### config.mk
export PLATFORM = sky130hd
export DESIGN_NAME = tick_irq_unit
export DESIGN_NICKNAME = d
export VERILOG_FILES = /design/src/rtl/tick_irq_pkg.sv /design/src/rtl/tick_divider.sv /design/src/rtl/tick_regs.sv /design/src/rtl/tick_irq_unit.sv
export SDC_FILE = /design/constraint.sdc
export NUM_CORES = 1
export LEC_CHECK = 0
export BUFFER_PORTS_ARGS = -buffer_cell sky130_fd_sc_hd__buf_2
export CORE_MARGIN = 3
export CORE_UTILIZATION = 45
export CTS_BUF_LIST = sky130_fd_sc_hd__clkbuf_16
export DETAILED_ROUTE_END_ITERATION = 7
export GPL_ROUTABILITY_DRIVEN = 0
export SLEW_MARGIN = 5
export SYNTH_ARGS = -nofsm -noshare
export SYNTH_HDL_FRONTEND = slang
export SYNTH_SLANG_ARGS = --single-unit
### constraint.sdc
create_clock -name clk -period 3.2 [get_ports clk]
set_input_delay 0.16 -clock clk [delete_from_list [all_inputs] [get_ports clk]]
set_output_delay 0.16 -clock clk [all_outputs]
set_load 0.02 [all_outputs]
### src/rtl/tick_irq_pkg.sv
package tick_irq_pkg;
    localparam int IDX_W    = 7;
    localparam int DATA_W   = 8;
    localparam int RATE_W   = 4;
    localparam int MIN_RATE = 3;
    localparam int MAX_RATE = 15;
    localparam int CNT_W    = MAX_RATE - 1;
    localparam int EN_BIT   = 6;

    localparam logic [IDX_W-1:0]  IDX_CTRL_A = 7'h0A;
    localparam logic [IDX_W-1:0]  IDX_CTRL_B = 7'h0B;
    localparam logic [IDX_W-1:0]  IDX_FLAGS  = 7'h0C;
    localparam logic [IDX_W-1:0]  IDX_STAT_D = 7'h0D;
    localparam logic [DATA_W-1:0] CTRL_A_RST = 8'h06;
    localparam logic [DATA_W-1:0] STAT_D_VAL = 8'h80;

    typedef struct packed {
        logic [IDX_W-1:0]  idx;
        logic              nmi;
        logic [DATA_W-1:0] ctrl_a;
        logic [DATA_W-1:0] ctrl_b;
        logic              flag;
        logic [DATA_W-1:0] rdata;
    } regs_t;
endpackage

### src/rtl/tick_divider.sv
module tick_divider
    import tick_irq_pkg::*;
#(
    parameter int CW = CNT_W,
    parameter int RW = RATE_W
) (
    input  logic          clk,
    input  logic          rst_n,
    input  logic          tick,
    input  logic [RW-1:0] rate,
    output logic          ev,
    output logic          sqw
);
    logic [CW-1:0] cnt_d, cnt_q;
    logic [CW-1:0] mask;
    logic [CW-1:0] half;
    logic          rate_ok;

    always_comb begin
        rate_ok = (int'(rate) >= MIN_RATE) && (int'(rate) <= CW + 1);
        mask    = '0;
        if (rate_ok) begin
            mask = ~({CW{1'b1}} << (rate - RW'(1)));
        end
        half  = mask ^ (mask >> 1);
        ev    = tick && rate_ok && ((cnt_q & mask) == mask);
        sqw   = rate_ok && (|(cnt_q & half));
        cnt_d = cnt_q;
        if (tick) begin
            cnt_d = cnt_q + CW'(1);
        end
    end

    always_ff @(posedge clk or negedge rst_n) begin
        if (!rst_n) begin
            cnt_q <= '0;
        end else begin
            cnt_q <= cnt_d;
        end
    end
endmodule

### src/rtl/tick_regs.sv
module tick_regs
    import tick_irq_pkg::*;
(
    input  logic              clk,
    input  logic              rst_n,
    input  logic              wr_en,
    input  logic              rd_en,
    input  logic              port_sel,
    input  logic [DATA_W-1:0] wdata,
    input  logic              ev,
    output logic [DATA_W-1:0] rdata,
    output logic [RATE_W-1:0] rate,
    output logic              irq,
    output logic              nmi_mask,
    output logic [IDX_W-1:0]  cur_idx
);
    regs_t             r_d, r_q;
    logic [DATA_W-1:0] sel_val;
    logic              irq_now;

    always_comb begin
        r_d     = r_q;
        irq_now = r_q.flag && r_q.ctrl_b[EN_BIT];

        unique case (r_q.idx)
            IDX_CTRL_A: sel_val = r_q.ctrl_a;
            IDX_CTRL_B: sel_val = r_q.ctrl_b;
            IDX_FLAGS:  sel_val = {irq_now, r_q.flag, {(DATA_W-2){1'b0}}};
            IDX_STAT_D: sel_val = STAT_D_VAL;
            default:    sel_val = '0;
        endcase

        if (wr_en && !port_sel) begin
            r_d.nmi = wdata[DATA_W-1];
            r_d.idx = wdata[IDX_W-1:0];
        end
        if (wr_en && port_sel) begin
            if (r_q.idx == IDX_CTRL_A) r_d.ctrl_a = wdata;
            if (r_q.idx == IDX_CTRL_B) r_d.ctrl_b = wdata;
        end

        if (rd_en) begin
            r_d.rdata = port_sel ? sel_val : {r_q.nmi, r_q.idx};
            if (port_sel && (r_q.idx == IDX_FLAGS)) begin
                r_d.flag = 1'b0;
            end
        end
        if (ev) begin
            r_d.flag = 1'b1;
        end
    end

    always_ff @(posedge clk or negedge rst_n) begin
        if (!rst_n) begin
            r_q        <= '0;
            r_q.ctrl_a <= CTRL_A_RST;
        end else begin
            r_q <= r_d;
        end
    end

    assign rdata    = r_q.rdata;
    assign rate     = r_q.ctrl_a[RATE_W-1:0];
    assign irq      = r_q.flag && r_q.ctrl_b[EN_BIT];
    assign nmi_mask = r_q.nmi;
    assign cur_idx  = r_q.idx;
endmodule

### src/rtl/tick_irq_unit.sv
module tick_irq_unit
    import tick_irq_pkg::*;
(
    input  logic              clk,
    input  logic              rst_n,
    input  logic              tick_en,
    input  logic              wr_en,
    input  logic              rd_en,
    input  logic              port_sel,
    input  logic [DATA_W-1:0] wdata,
    output logic [DATA_W-1:0] rdata,
    output logic              irq,
    output logic              sqw,
    output logic              nmi_mask
);
    logic              div_ev;
    logic [RATE_W-1:0] rate_code;
    logic [IDX_W-1:0]  cur_idx;

    tick_divider #(.CW(CNT_W), .RW(RATE_W)) u_div (
        .clk   (clk),
        .rst_n (rst_n),
        .tick  (tick_en),
        .rate  (rate_code),
        .ev    (div_ev),
        .sqw   (sqw)
    );

    tick_regs u_regs (
        .clk      (clk),
        .rst_n    (rst_n),
        .wr_en    (wr_en),
        .rd_en    (rd_en),
        .port_sel (port_sel),
        .wdata    (wdata),
        .ev       (div_ev),
        .rdata    (rdata),
        .rate     (rate_code),
        .irq      (irq),
        .nmi_mask (nmi_mask),
        .cur_idx  (cur_idx)
    );
endmodule

==> results.rst, run 1 <==
.. list-table::
   :header-rows: 1

   * - Metric
     - Value
   * - Insertion delay of the later-clocked pin in the worst-skew pair
     - 0.28 ns
   * - Clock tree from TritonCTS
     - done
   * - Routed wire length per instance
     - 16.12 um
   * - Core box area
     - 0.005608 sq mm
   * - Reg-to-reg slack, setup
     - 0.79 ns
   * - Number of sinks on the clock net
     - 47
   * - Share of the yosys chip area belonging to registers
     - 0.4416
   * - Post-layout util
     - 0.5248
   * - Number of rows created at floorplan
     - 27
   * - Hold Violations, Final
     - 0
   * - Antenna violations before repair
     - 0
   * - Startpoint Class
     - flop
   * - Data required time of the worst path
     - 3.04 ns
   * - Cell type of the slowest stage on the worst timing path
     - sky130_fd_sc_hd__dfstp_2
   * - Arrival time at the worst endpoint
     - 2.71 ns
   * - Outcome
     - complete, no violations
   * - Sw frac
     - 0.3170
   * - Slew headroom
     - 0.2956
   * - Final clock period utilization by the worst path
     - 0.8959
   * - Overall die area
     - 0.006891 sq mm
   * - Post-detailed-placement half-perimeter wirelength
     - 3.904 mm
   * - Static Leakage
     - 1.309 nW
   * - P_sw
     - 0.5925 mW
   * - Unrepaired setup endpoints after global routing
     - false
   * - Hold slack
     - 0.05332 ns
   * - Source of the worst register-to-register timing path
     - u_regs.rate[1]
   * - Combinational power share
     - 0.241
   * - Detailed-route vias per instance
     - 5.583
   * - Clock period minus final worst setup slack
     - 2.867 ns
   * - Number of warnings issued by yosys
     - 0
   * - Overall track demand over capacity in global routing
     - 0.1692
   * - Residual antenna-violating net count after detailed routing
     - 0
   * - Critical path depth
     - 10
   * - Maximum clock path buffer count
     - 2
   * - Count of inserted antenna diode cells
     - 0
   * - Initial Util
     - 0.4759
   * - Clk slew on worst S/H paths
     - 0.06 ns
   * - Die extent in y
     - 83.01 um
   * - Number of top-level pins
     - 25
   * - First-iteration detailed-routing DRC count
     - 146
   * - Number of maximum-capacitance constraint violations
     - 0
   * - Synth Instances
     - 250
   * - Critical path fanouts, max
     - 12
   * - List of cells traversed by the critical path
     - inv_1 -> ha_1 -> inv_1 -> ha_1 -> nand2b_1 -> o221ai_1 -> a21oi_1 -> a311oi_1 -> o221ai_1 -> buf_2
   * - Vias in the first global route
     - 1855
   * - Overall via count from detail_route
     - 1876
   * - Number of enable-type register cells in the synthesized netlist
     - 0
   * - Path depth of the worst reg2reg path
     - 9
   * - Synth-to-Final Area Change
     - 10.27%
   * - Avg Inst Size Synth
     - 10.68 sq um
   * - Post-route setup TNS
     - 0 ns
   * - Post-synthesis net count
     - 270
   * - Largest net degree at the start of global routing
     - 48
   * - Cell area after layout
     - 0.002943 sq mm
   * - Share of final-layout standard cells stronger than drive strength 1
     - 0.2727
   * - Seq pwr share
     - 0.443
   * - Number of buffers created by CTS
     - 5
   * - Drc violations
     - 0
   * - Worst slack at placement
     - 0.6540 ns
   * - Count of input and output buffers
     - 24
   * - Most common flop cell mapped by yosys
     - sky130_fd_sc_hd__dfrtp_1
   * - Mapped Area
     - 0.002669 sq mm
   * - Fraction of power consumed by the clock network
     - 0.317
   * - Destination of the worst register-to-register timing path
     - u_regs.r_q[8]
   * - Floorplan die width
     - 83.01 um
   * - Total setup buffers inserted after CTS
     - 0
   * - Leading cell types in the layout, fill and taps excluded
     - sky130_fd_sc_hd__dfrtp_1 (45), sky130_fd_sc_hd__mux2_2 (29), sky130_fd_sc_hd__buf_2 (24), sky130_fd_sc_hd__nand2_1 (15), sky130_fd_sc_hd__nor2_1 (15)
   * - Largest delay share family, worst path
     - compound AO/OA/AOI/OAI gates
   * - Actual transition at the worst max-transition pin
     - 1.057 ns
   * - Most common cell after layout, fill and taps aside
     - sky130_fd_sc_hd__dfrtp_1
   * - # H-tree levels
     - 2
   * - Pre-antenna DRT Iters
     - 4
   * - Setup slack after layout
     - 0.3332 ns
   * - Congestion Overflow GR
     - 0
   * - Number of library cell types mapped by synthesis
     - 52
   * - Fraction of synthesis flops using an asynchronous set or reset pin
     - 1.000
   * - Clock Skews
     - 0.003899 ns
   * - Type of destination of the critical path
     - output port
   * - Cell at the root of the clock tree
     - sky130_fd_sc_hd__clkbuf_16
   * - Slowest stage delay, CP
     - 0.60 ns
   * - Cell Pwr Density
     - 635.3 mW/mm^2
   * - Fillcell total
     - 550
   * - Placed inst area
     - 0.002775 sq mm
   * - Final routed wirelength across all metal layers
     - 5.415 mm
   * - Final setup violation count
     - 0
   * - Timing-limited maximum frequency
     - 0.3488 GHz
   * - Post-CTS Resized
     - 0
   * - Count of buffering cells on the critical path with inverters included
     - 3
   * - Path type of the worst min-delay path
     - primary input to async pin
   * - Post-layout net count
     - 283
   * - Kind of critical path
     - flop to output port
   * - CTS Hold Buffers Added
     - 0
   * - FF+latch count, synth
     - 47
   * - Max VDD drop
     - 0.2763 mV
   * - Number of pins with negative max-slew slack in the final report
     - 0
   * - Internal portion of total power
     - 1.277 mW
   * - Wire length of the first global-routing pass
     - 9.501 mm
-- metal layers --
| layer | GRT usage | share of wire |
|---|---|---|
| met3 | 0.04167 | 0.040 |
| met4 | 0.04458 | 0.0081 |
| met2 | 0.2310 | 0.42 |
| met5 | 0 | 0 |
| met1 | 0.2643 | 0.53 |
-- worst reg2reg max path, delay by kind of cell, from the launching register on --
family / cells / cell delay [ns]
compound gates: 3 / 0.44
simple gates: 2 / 0.57
flops: 1 / 0.60
fa+ha+maj: 2 / 0.53
buf+inv: 2 / 0.15
-- final cells by class --
type	instances	area [sq um]	area share
Clock buffer	5	125.1	0.04252
Clock inverter	3	42.54	0.01446
Inverter	7	26.28	0.008929
Multi-Input combinational cell	177	1353	0.4596
Sequential cell	47	1179	0.4005
Tap cell	72	90.09	0.03061
Timing Repair Buffer	25	127.6	0.04337
-- cell families after synthesis --
| kind of cell | share of synthesized area |
|---|---|
| xor gates and xnor gates | 0.04923 |
| DFF | 0.4416 |
| buffers and inverters | 0.05157 |
| AOI/OAI and AO/OA | 0.1360 |
| adders and majority gates | 0.02813 |
| muxes | 0.1261 |
| and+or+nand+nor | 0.1674 |
-- through the flow --
stage               std cells  power, mW
detailed placement        328      1.284
finish                    336      1.869
floorplan                 250      1.166
CTS                       336      1.884
global placement          328      1.281
global route              336      1.987
-- synth_stat cells (2+ instances only) --
| cell type | count | area [sq um] |
|---|---|---|
| sky130_fd_sc_hd__a31oi_1 | 8 | 50.05 |
| sky130_fd_sc_hd__buf_4 | 8 | 60.06 |
| sky130_fd_sc_hd__a21oi_1 | 9 | 45.04 |
| sky130_fd_sc_hd__xor2_1 | 6 | 52.55 |
| sky130_fd_sc_hd__nand2b_1 | 4 | 25.02 |
| sky130_fd_sc_hd__dfrtp_1 | 45 | 1126 |
| sky130_fd_sc_hd__nor2_1 | 15 | 56.30 |
| sky130_fd_sc_hd__buf_2 | 2 | 10.01 |
| sky130_fd_sc_hd__nor2b_1 | 13 | 81.33 |
| sky130_fd_sc_hd__dfstp_2 | 2 | 52.55 |
| sky130_fd_sc_hd__inv_1 | 7 | 26.28 |
| sky130_fd_sc_hd__o221ai_1 | 4 | 35.03 |
| sky130_fd_sc_hd__o21a_1 | 5 | 37.54 |
| sky130_fd_sc_hd__o21ai_0 | 8 | 40.04 |
| sky130_fd_sc_hd__o31ai_1 | 3 | 22.52 |
| sky130_fd_sc_hd__nand2_1 | 15 | 56.30 |
| sky130_fd_sc_hd__xnor2_1 | 9 | 78.83 |
| sky130_fd_sc_hd__nand3_1 | 8 | 40.04 |
| sky130_fd_sc_hd__ha_1 | 6 | 75.07 |
| sky130_fd_sc_hd__nor3_1 | 2 | 10.01 |
| sky130_fd_sc_hd__and3_1 | 2 | 12.51 |
| sky130_fd_sc_hd__nand4_1 | 2 | 12.51 |
| sky130_fd_sc_hd__mux2_2 | 29 | 326.6 |
| sky130_fd_sc_hd__a32oi_1 | 4 | 35.03 |
| sky130_fd_sc_hd__clkbuf_1 | 7 | 26.28 |
-- worst max-delay path by stage --
stage | start | to | slack, ns
2_1_floorplan | u_regs.rate[1] | sqw | 0.80
3_3_place_gp | u_regs.rate[1] | sqw | 0.76
3_5_place_dp | u_regs.rate[1] | sqw | 0.65
4_1_cts | u_regs.rate[1] | sqw | 0.34
5_1_grt | u_regs.rate[1] | sqw | 0.21
6_report | u_regs.rate[1] | sqw | 0.33
-- power by group through the flow --
stage | Sequential [mW] | Clock, mW | Combinational, mW
after detailed placement | 0.837 | 0 | 0.448
final | 0.828 | 0.592 | 0.450
after floorplan | 0.783 | 0 | 0.383
after global routing | 0.848 | 0.630 | 0.509
after CTS | 0.826 | 0.608 | 0.450
after global placement | 0.838 | 0 | 0.443
-- flip-flops by register name, indices dropped and copies added, names as in the netlist --
signal / flops
u_div.cnt_q: 14
u_regs.r_q: 13
u_regs.rdata: 8
u_regs.cur_idx: 7
u_regs.rate: 4
u_regs.nmi_mask: 1
No activity file was read; power rests on OpenSTA's default activity.
==> inputs of run 2 (changes only) <==
--- a/config.mk
+++ b/config.mk
@@ -11,6 +11,7 @@
 export CTS_BUF_LIST = sky130_fd_sc_hd__clkbuf_16
 export DETAILED_ROUTE_END_ITERATION = 7
 export GPL_ROUTABILITY_DRIVEN = 0
+export REMOVE_ABC_BUFFERS = 1
 export SLEW_MARGIN = 5
 export SYNTH_ARGS = -nofsm -noshare
 export SYNTH_HDL_FRONTEND = slang
==> run 2 against run 1 <==
  * Sequential share of layout area rose by 0.27 points
  * Maximum frequency rose by 3.4%
  * Sequential power barely moved
  * Power fell by 3.9%
==> results.rst, run 2 (synthesis results as in run 1) <==
.. list-table::
   :header-rows: 1

   * - Metric
     - Value
   * - Number of sinks on the clock net
     - 47 (unchanged)
   * - Clk slew on worst S/H paths
     - 0.07 ns (about the same)
   * - Residual antenna-violating net count after detailed routing
     - 0 (unchanged)
   * - Overall via count from detail_route
     - 1861 (-0.80%)
   * - First-iteration detailed-routing DRC count
     - 100 (-32%)
   * - Clock period minus final worst setup slack
     - 2.772 ns (-0.09483 ns)
   * - Static Leakage
     - 1.301 nW (-0.59%)
   * - Synth-to-Final Area Change
     - 9.517%
   * - Wire length of the first global-routing pass
     - 9.108 mm (-4.1%)
   * - Drc violations
     - 0 (unchanged)
   * - Type of destination of the critical path
     - output port
   * - Timing-limited maximum frequency
     - 0.3608 GHz (+3.4%)
   * - Path type of the worst min-delay path
     - primary input to async pin
   * - Number of flip-flops under the largest register name
     - 14 (unchanged)
   * - # H-tree levels
     - 2 (unchanged)
   * - Reg-to-reg slack, setup
     - 0.81 ns (+0.02 ns)
   * - Largest net degree at the start of global routing
     - 48 (unchanged)
   * - Most common cell after layout, fill and taps aside
     - sky130_fd_sc_hd__dfrtp_1
   * - Initial Util
     - 0.4759 (unchanged)
   * - Hold Violations, Final
     - 0 (unchanged)
   * - Cell at the root of the clock tree
     - sky130_fd_sc_hd__clkbuf_16
   * - Slowest stage delay, CP
     - 0.61 ns (about the same)
   * - List of cells traversed by the critical path
     - inv_1 -> ha_1 -> inv_1 -> ha_1 -> nand2b_1 -> a21oi_1 -> a211oi_1 -> a311oi_1 -> o221ai_1 -> buf_2
   * - Overall die area
     - 0.006891 sq mm (unchanged)
   * - Post-CTS Resized
     - 0 (unchanged)
   * - Arrival time at the worst endpoint
     - 2.61 ns (-0.10 ns)
   * - Actual transition at the worst max-transition pin
     - 1.034 ns (-0.02281 ns)
   * - Final routed wirelength across all metal layers
     - 5.389 mm (-0.48%)
   * - Data required time of the worst path
     - 3.04 ns (about the same)
   * - Outcome
     - complete, no violations
   * - Cell type of the slowest stage on the worst timing path
     - sky130_fd_sc_hd__dfstp_2
   * - Cell area after layout
     - 0.002923 sq mm (-0.68%)
   * - Post-route setup TNS
     - 0 ns (unchanged)
   * - Total setup buffers inserted after CTS
     - 0 (unchanged)
   * - Insertion delay of the later-clocked pin in the worst-skew pair
     - 0.29 ns (about the same)
   * - Clock Skews
     - 0.006112 ns (+0.002213 ns)
   * - Unrepaired setup endpoints after global routing
     - false
   * - Final clock period utilization by the worst path
     - 0.8662 (-0.02964)
   * - Maximum clock path buffer count
     - 2 (unchanged)
   * - Share of final-layout standard cells stronger than drive strength 1
     - 0.2765 (+0.003788)
   * - Leading cell types in the layout, fill and taps excluded
     - sky130_fd_sc_hd__dfrtp_1 (45), sky130_fd_sc_hd__mux2_2 (29), sky130_fd_sc_hd__buf_2 (24), sky130_fd_sc_hd__nand2_1 (15), sky130_fd_sc_hd__nor2_1 (15)
   * - Number of buffers created by CTS
     - 5 (unchanged)
   * - Cell Pwr Density
     - 614.4 mW/mm^2 (-3.3%)
   * - Antenna violations before repair
     - 0 (unchanged)
   * - Count of inserted antenna diode cells
     - 0 (unchanged)
   * - Routed wire length per instance
     - 16.04 um (-0.48%)
   * - Core box area
     - 0.005608 sq mm (unchanged)
   * - Post-layout net count
     - 283 (unchanged)
   * - Clock tree from TritonCTS
     - done
   * - Pre-antenna DRT Iters
     - 4 (unchanged)
   * - Floorplan die width
     - 83.01 um (unchanged)
   * - Post-detailed-placement half-perimeter wirelength
     - 3.877 mm (-0.68%)
   * - Detailed-route vias per instance
     - 5.539 (-0.80%)
   * - Slew headroom
     - 0.3108 (+0.01521)
   * - Final setup violation count
     - 0 (unchanged)
   * - Number of maximum-capacitance constraint violations
     - 0 (unchanged)
   * - Number of top-level pins
     - 25 (unchanged)
   * - Startpoint Class
     - flop
   * - Congestion Overflow GR
     - 0 (unchanged)
   * - Die extent in y
     - 83.01 um (unchanged)
   * - Number of pins with negative max-slew slack in the final report
     - 0 (unchanged)
   * - Placed inst area
     - 0.002775 sq mm (unchanged)
   * - Kind of critical path
     - flop to output port
   * - CTS Hold Buffers Added
     - 0 (unchanged)
   * - Register with the highest flop count
     - u_div.cnt_q
   * - Vias in the first global route
     - 1776 (-4.3%)
   * - Count of input and output buffers
     - 24 (unchanged)
   * - Max VDD drop
     - 0.2546 mV (-7.8%)
   * - Critical path fanouts, max
     - 12 (unchanged)
   * - Number of rows created at floorplan
     - 27 (unchanged)
   * - Overall track demand over capacity in global routing
     - 0.1645 (-0.004692)
run 2: changes by cell type in the layout (fill, tap and decap cells not counted), sizes merged:
cell and delta:
bufinv -1, clkinv +1
run 2: final cells by class:
class	instances	area, sq um
sequential	47	1179
clock buffer	5	125.1
clock inverter	3	22.52
fill	530	2685
tap	72	90.09
inverter	7	26.28
multi-input combinational	177	1353
timing repair buffer	25	127.6
run 2: per-layer routing:
layer  track usage  part of all wire  up-vias
met2        0.2121              0.40       47
met3       0.03671             0.050        6
li1              -                 -      912
met4       0.06241             0.014        0
met5             0                 0        -
met1        0.2621              0.53      896
run 2: critical path: cells and delay by family (launching register included):
kind	cells	cell delay (ns)
AO/OA/AOI/OAI	4	0.64
adder cells (fa/ha/maj)	2	0.53
buffers and inverters	3	0.33
flip-flops	1	0.61
AND/OR/NAND/NOR	1	0.22
run 2: path summary, 6_finish.rpt:
path                                start              end  depth (start not counted)
max                        u_regs.rate[1]              sqw                         10
min                                 rst_n  u_div.cnt_q[12]                          1
max reg2reg                u_regs.rate[1]    u_regs.r_q[8]                          9
min reg2reg                u_regs.r_q[14]   u_regs.r_q[14]                          1
max in group asynchronous           rst_n  u_regs.rdata[0]                          1
min in group clk                 wdata[7]   u_regs.r_q[24]                          2
run 2: power by group:
| group | internal [mW] | switching [mW] | total (mW) |
|---|---|---|---|
| Combinational | 0.219 | 0.228 | 0.447 |
| Clock | 0.292 | 0.227 | 0.519 |
| Sequential | 0.689 | 0.141 | 0.830 |
run 2: stage by stage:
step / power, mW / utilization / hold WS, ns / setup WS [ns] / cells
floorplan: 1.135 / - / -0.1356 / 0.9219 / 231
global placement: 1.278 / 0.4949 / 0.4166 / 0.7633 / 328
detailed placement: 1.284 / 0.4949 / 0.4111 / 0.7332 / 328
CTS: 1.807 / 0.5212 / 0.1040 / 0.4186 / 336
global route: 1.898 / 0.5212 / 0.1324 / 0.2470 / 336
finish: 1.796 / 0.5212 / 0.05113 / 0.4280 / 336
